**config.mk**
```make
export PLATFORM = sky130hd
export DESIGN_NAME = spi_clkdiv_master
export DESIGN_NICKNAME = d
export VERILOG_FILES = /design/src/rtl/spi_clkdiv_master.sv
export SDC_FILE = /design/constraint.sdc
export NUM_CORES = 1
export LEC_CHECK = 0
export BUFFER_PORTS_ARGS = -buffer_cell sky130_fd_sc_hd__buf_2
export CAP_MARGIN = 20
export CORE_UTILIZATION = 45
export CTS_CLUSTER_DIAMETER = 40
export DETAILED_ROUTE_END_ITERATION = 10
export PLACE_DENSITY = 0.63
export SLEW_MARGIN = 30
export SYNTH_ARGS = -nofsm -noshare
export SYNTH_HDL_FRONTEND = slang
export SYNTH_SLANG_ARGS = --single-unit
```
**constraint.sdc**
```tcl
create_clock -name clk -period 10.1 [get_ports clk]
set_clock_uncertainty 0.15 [all_clocks]
set_input_delay 0.505 -clock clk [delete_from_list [all_inputs] [get_ports clk]]
set_output_delay 0.505 -clock clk [all_outputs]
set_load 0.01 [all_outputs]
```
**src/rtl/spi_clkdiv_master.sv**
```systemverilog
module spi_clkdiv_master #(
  parameter int WORD_W = 8,
  parameter int DIV_W  = 8
) (
  input  logic              clk,
  input  logic              rst_n,
  input  logic              src_ext,
  input  logic              ext_en,
  input  logic [DIV_W-1:0]  div,
  input  logic              start,
  input  logic [WORD_W-1:0] tx_data,
  output logic              busy,
  output logic [WORD_W-1:0] rx_data,
  output logic              done,
  output logic              sclk,
  output logic              ss_n,
  output logic              mosi,
  output logic              mosi_oe,
  input  logic              miso
);
  localparam int CNT_W = DIV_W + 1;
  localparam int BIT_W = $clog2(WORD_W + 1);

  typedef enum logic [2:0] {S_IDLE, S_LEAD, S_HIGH, S_LOW, S_TAIL} state_t;

  state_t             state;
  logic [DIV_W-1:0]   div_q;
  logic [CNT_W-1:0]   cnt;
  logic [BIT_W-1:0]   nbit;
  logic [WORD_W-1:0]  sh_tx, sh_rx;
  logic               src_q;

  logic               tick, last;
  logic [CNT_W-1:0]   half_odd, hi_len, lo_len, len;

  assign tick     = src_q ? ext_en : 1'b1;
  assign half_odd = ({1'b0, div_q} + CNT_W'(1)) >> 1;
  assign hi_len   = div_q[0] ? half_odd : CNT_W'(div_q >> 1) + CNT_W'(1);
  assign lo_len   = div_q[0] ? half_odd : CNT_W'(div_q >> 1);
  assign len      = (state == S_HIGH) ? hi_len : lo_len;
  assign last     = tick && (cnt == len - CNT_W'(1));

  assign busy    = (state != S_IDLE);
  assign ss_n    = (state == S_IDLE);
  assign mosi_oe = (state != S_IDLE);
  assign sclk    = (state == S_HIGH);
  assign mosi    = sh_tx[WORD_W-1];

  always_ff @(posedge clk or negedge rst_n) begin
    if (!rst_n) begin
      state   <= S_IDLE;
      div_q   <= DIV_W'(1);
      src_q   <= 1'b0;
      cnt     <= '0;
      nbit    <= '0;
      sh_tx   <= '0;
      sh_rx   <= '0;
      rx_data <= '0;
      done    <= 1'b0;
    end else begin
      done <= 1'b0;
      if (state == S_IDLE) begin
        if (start) begin
          div_q <= (div == '0) ? DIV_W'(1) : div;
          src_q <= src_ext;
          sh_tx <= tx_data;
          cnt   <= '0;
          nbit  <= '0;
          state <= S_LEAD;
        end
      end else if (tick) begin
        if (!last) begin
          cnt <= cnt + CNT_W'(1);
        end else begin
          cnt <= '0;
          unique case (state)
            S_LEAD: state <= S_HIGH;
            S_HIGH: begin
              sh_rx <= {sh_rx[WORD_W-2:0], miso};
              nbit  <= nbit + BIT_W'(1);
              state <= (nbit == BIT_W'(WORD_W - 1)) ? S_TAIL : S_LOW;
            end
            S_LOW: begin
              sh_tx <= {sh_tx[WORD_W-2:0], 1'b0};
              state <= S_HIGH;
            end
            S_TAIL: begin
              rx_data <= sh_rx;
              done    <= 1'b1;
              state   <= S_IDLE;
            end
            default: state <= S_IDLE;
          endcase
        end
      end
    end
  end

  AST_SCLK_IDLE_LOW: assert property (@(posedge clk) disable iff (!rst_n)
    ss_n |-> !sclk);
  AST_SS_BEFORE_RISE: assert property (@(posedge clk) disable iff (!rst_n)
    $rose(sclk) |-> (!ss_n && $past(!ss_n)));
  AST_MOSI_HELD_HIGH: assert property (@(posedge clk) disable iff (!rst_n)
    (sclk && $past(sclk)) |-> $stable(mosi));
  AST_DONE_RELEASED: assert property (@(posedge clk) disable iff (!rst_n)
    done |-> (ss_n && !mosi_oe && !sclk));
  AST_DONE_SINGLE: assert property (@(posedge clk) disable iff (!rst_n)
    done |=> !done);
endmodule

```
Word-level counts from Yosys, hierarchy flattened
Index checks and enable logic that the tools add are counted.
- $lt $le $gt $ge: 0
- div/mod/pow operators: 0
- reduce and logical (&&, ||, !) cells: 16
- $add $sub $neg: 5
- muxes and demuxes: 29
- equal/unequal tests: 7
- $mul: 0
- bitwise gates (word level): 1
- shift operators: 0
- operator list (cell ; number):
    $mux 8 ; 9
    $mux 9 ; 4
    $mux 4 ; 5
    $reduce_and 4->1 ; 4
    $mux 3 ; 5
    $add 8x1->9 const B ; 1
    $add 9x1->9 const B ; 1
    $eq 9x9->1 ; 1
    $sub 8x1->9 const B ; 1
    $add 7x1->8 const B ; 1
    $logic_not 8->1 ; 1
    $reduce_bool 2->1 ; 4
    $eq 3x2->1 const B ; 2
    $pmux 3 s2 ; 1
    $mux 1 ; 5
    $add 4x1->4 const B ; 1
    $eq 4x3->1 const B ; 1
    $reduce_and 2->1 ; 2
    $eq 3x1->1 const B ; 1
    $eq 3x3->1 const B ; 1
    $logic_not 3->1 ; 1
    $reduce_and 3->1 ; 1
    $reduce_bool 3->1 ; 1
    $ne 2x2->1 const B ; 1
    3 further kinds ; 3
- output and inout port bits: 14
- word-level logic and storage cells: 67
- memories kept: 0
- flip-flop bits (word level): 50
- ROM bits: 0
- bits in latches: 0
- memory bits (writable): 0

Logic depth before layout (Yosys ltp)
- word-level depth: 9
- gate-level depth with buffers: 16

Worst setup path before layout
Ideal clock, no wire load.
- kind: register to register
- start point: register state[0]
- end point: register rx_data[0]
- cell stages (with the launch flop): 17
- setup slack: 5.981 ns
- data required time: 9.825 ns
- data arrival time: 3.844 ns
- buffers on the path: 3
- library setup time: 0.125 ns
- cells stage by stage: dfrtp_1 > or3b_1 > buf_6 > inv_4 > mux2i_2 > ha_1 > buf_1 > nand2_1 > a2111oi_0 > mux2i_1 > and2_1 > nor4_1 > a21oi_2 > a211oi_2 > and3_1 > buf_4 > mux2_2
- cells in the longest elaborated chain, start to end: 6
- ends and longest elaborated chain (element ; RTL line ; text):
    from (decl) ; 26 ; state_t state;
    from (signal assigned) ; 81 ; state <= (nbit == BIT_W'(WORD_W - 1)) ? S_TAIL : S_LOW;
    $eq 3x2->1 ; n/a ;
    named net sclk ; 15 ; output logic sclk,
    $mux 8 ; 40 ; assign len = (state == S_HIGH) ? hi_len : lo_len;
    $sub 8x1->9 ; 41 ; assign last = tick && (cnt == len - CNT_W'(1));
    $eq 9x9->1 ; 41 ;
    $logic_and 1x1->1 ; 41 ;
    $reduce_and 4->1 (no source line) ; n/a ;
    to (signal assigned) ; 88 ; rx_data <= sh_rx;
    to (decl) ; 13 ; output logic [WORD_W-1:0] rx_data,
The timed path passes the listed nets, and every way through them passes these cells.
A chain may end at the register's enable or synchronous reset.

Final worst setup path
- start point: register state[2]
- end point: register rx_data[1]
- cells in the longest elaborated chain, start to end: 6
- ends and longest elaborated chain (element ; RTL line):
    $eq 3x2->1 ; 40
    $mux 8 ; 40
    $sub 8x1->9 ; 41
    $eq 9x9->1 ; 41
    $logic_and 1x1->1 ; 41
    $reduce_and 4->1 (no source line) * ; n/a
Mark *: on every way between the ends. The rest lies on a longest branch, timed or not.

==> qor.yml <==
horizontal_extent_of_the_die_microns: 83.88
cts_num_sinks: 50
max_cap_violations: 0
avgViaCountPerCell: 5.700
insertedDiodeCount: 0
timing.critical_path.to_type: "register"
grt.met3_usage_pct: 3.165
worst-r2r-setup-slack_ps: 4850
timing.hold.worst.class: "in -> async"
timing.rr.end: "rx_data[1]$_DFFE_PN0P_"
cts_buf_count: 5
layout_area_overhead_pct: 10.99
adder_cell_share_of_the_synthesized_area_pct: 2.903
tightestPinTransition_ps: 805.1
maximum_number_of_pins_on_one_net_before_global_route_repair: 51
hold_violations: 0
firstDrtPassIters: 4
vias_in_the_first_global_route: 2343
worstPathArrival_ps: 5280
synthesis.area_per_instance_sq_um: 9.546
proportion_of_synthesized_chip_area_in_sequential_cells_pct: 41.52
synthDominantCellAreaShare_pct: 40.65
yosys-top-cells-area: "dfrtp_1, mux2_2, nand2_1"
finalCriticalPeriod_ps: 5247
global_route_wire_length_before_repair_mm: 11.14
route.final.wire_length_mm: 6.381
crit_fanout: 14
floorplan.initialDensity_pct: 46.97
die_h_microns: 83.88
timing.critical_path.required_ps: 10130
post_cts_hold_buffer_count: 0
replace_congestion: 0.8052
mostFrequentLayoutCell: "dfrtp_1"
clkSlewWorstSetupHoldPaths_ps: 100
max-slew-margin-rel_pct: 46.33
finish.instance_area_sq_um: 3348
power_density_nw_per_um2: 270.4
synth_fp_nets: 345
coreArea_sq_um: 6422
timing.critical_path.from_type: "register"
r2r_start: "state[2]$_DFFE_PN0P_"
antenna_found_initial: 0
layout_worst_path_cycle_share_pct: 51.95
drc: 0
max_freq_ghz: 0.1906
criticalPathCategory: "reg -> reg"
reg2regPathDepth: 13
cts_repair_resize_count: 0
main_combinational_cell_family_by_area_after_synthesis: "simple AND/OR/NAND/NOR gates"
detailed_place_hpwl_mm: 4.585
asyncSetResetFlopFracSynth_pct: 100.0
boundary_pin_count: 36
vias: 2394
maxSlewViolCount: 0
synth_enable_flop_cells: 0
status: "complete, no violations"
yosys.area.top_type: "dfrtp_1"
grtUsageMet1_pct: 26.46
dr.first_iter.drc_count: 172
postRouteAntennaNets: 0
clock_tree.htree_level_count: 2
final_cell_mix: "dfrtp_1, nand2_1, buf_2"
grt_setup_unrepaired: "no"
total_power_mw: 0.9055
yosys_warnings: 0
nNetsFinal: 371
ys_ff_latch: 50
cts_setup_buffers: 0
globalRoute.busiestLayer: "met2"
synth.mux.area_fraction_pct: 7.839
cts.root.buffer_cell: "clkbuf_8"
floorplan.die_area_sq_um: 7035
clock_tree.buffer_depth: 2
power.leakage_nw: 1.477
wl_per_cell_microns: 15.19
synth_area_in_compound_gates_pct: 17.05
final_layout_size_suffix_gt1_share_pct: 21.87
groute.usage.overall_pct: 19.57
grt_remaining_overflow: 0
synth_xor_xnor_area_share_pct: 5.973
syn-instance-count: 316
buffer_ports.inserted: 35
vdd_ir_drop_max_uv: 129.8
tritoncts: "yes"
ys_dominant_reg_cell: "dfrtp_1"
placement.cell_area_sq_um: 3211
globalRouteMet2Util_pct: 32.41
rows: 29
post_synth_num_cell_types: 60
netlist_area_sq_um: 3017
synth_simple_gate_area_share_pct: 20.70
final.setup.tns_ps: 0
setup_violations: 0
clk_latency_ps: 300
-- area by class of cell --
class / count / area (sq um)
fillers: 569 / 3074
multi-input cells: 240 / 1643
flip-flops and latches: 50 / 1252
repair buffers: 36 / 182.7
well taps: 77 / 96.34
clock buffers: 5 / 68.82
clock inverters: 3 / 68.82
inverters: 9 / 36.28
-- registers in the layout, summed over array words and instances (netlist names) --
name / count
nbit: 4
sh_rx: 8
div_q: 8
rx_data: 8
sh_tx: 8
src_q: 1
done: 1
cnt: 9
state: 3
-- metal layers --
layer	part of all wire [%]	vias to the layer above	wire [microns]
met5	0	-	0
met4	1.2	0	78
met3	3.3	8	213
met2	48	47	3040
met1	48	1154	3049
li1	-	1185	-
-- cells in the mapped netlist, types with 7 or more instances --
master    instances
mux2_2           18
o21ai_0          10
nand2_1          41
a22oi_1           8
clkbuf_1         10
nand3_1          12
dfrtp_1          49
o22a_1            7
inv_1             8
ha_1              7
nor2_1           33
a21oi_1           8
xnor2_1          12
-- metrics by stage --
stage	hold WS (ps)	util (%)	std cells	worst slack, ps
6_report	151.5	52.13	420	4853
5_1_grt	201.2	52.13	420	4439
4_1_cts	169.5	52.13	420	4885
3_5_place_dp	313.1	49.99	412	4890
3_3_place_gp	300.2	49.99	412	5149
2_1_floorplan	59.41	-	316	5981
-- cells by family (layout without fill, tap and decap cells) --
family / Yosys count / after routing
adder cells (fa/ha/maj): 7 / 7
buffers and inverters: 26 / 53
multiplexers: 21 / 21
XOR/XNOR: 19 / 19
AND/OR/NAND/NOR: 129 / 129
AO/OA/AOI/OAI: 64 / 64
flip-flops: 50 / 50
-- how the worst max path moves through the flow --
stage / start / end / depth (start not counted)
2_1_floorplan: state[0]$_DFFE_PN0P_ / rx_data[0]$_DFFE_PN0P_ / 16
3_3_place_gp: state[2]$_DFFE_PN0P_ / rx_data[1]$_DFFE_PN0P_ / 13
3_5_place_dp: state[2]$_DFFE_PN0P_ / rx_data[1]$_DFFE_PN0P_ / 13
4_1_cts: state[2]$_DFFE_PN0P_ / rx_data[1]$_DFFE_PN0P_ / 13
5_1_grt: state[2]$_DFFE_PN0P_ / rx_data[1]$_DFFE_PN0P_ / 13
6_report: state[2]$_DFFE_PN0P_ / rx_data[1]$_DFFE_PN0P_ / 13
-- power by group --
group,leakage [nW],internal (mW),switching [mW]
logic,0.773,0.178,0.232
registers,0.636,0.250,0.0779
clock network,0.0683,0.0992,0.0682
-- critical path, stage by stage (launching register included) --
cell,delay (ps)
dfrtp_1,530
or3b_1,600
inv_4,170
mux2i_2,400
ha_1,360
nand2_1,90
a2111oi_0,420
mux2i_1,210
and2_1,200
nor4_1,360
a21oi_2,110
a211oi_2,670
and3_1,480
mux2_2,380
Power figures use the tool's default switching activity.
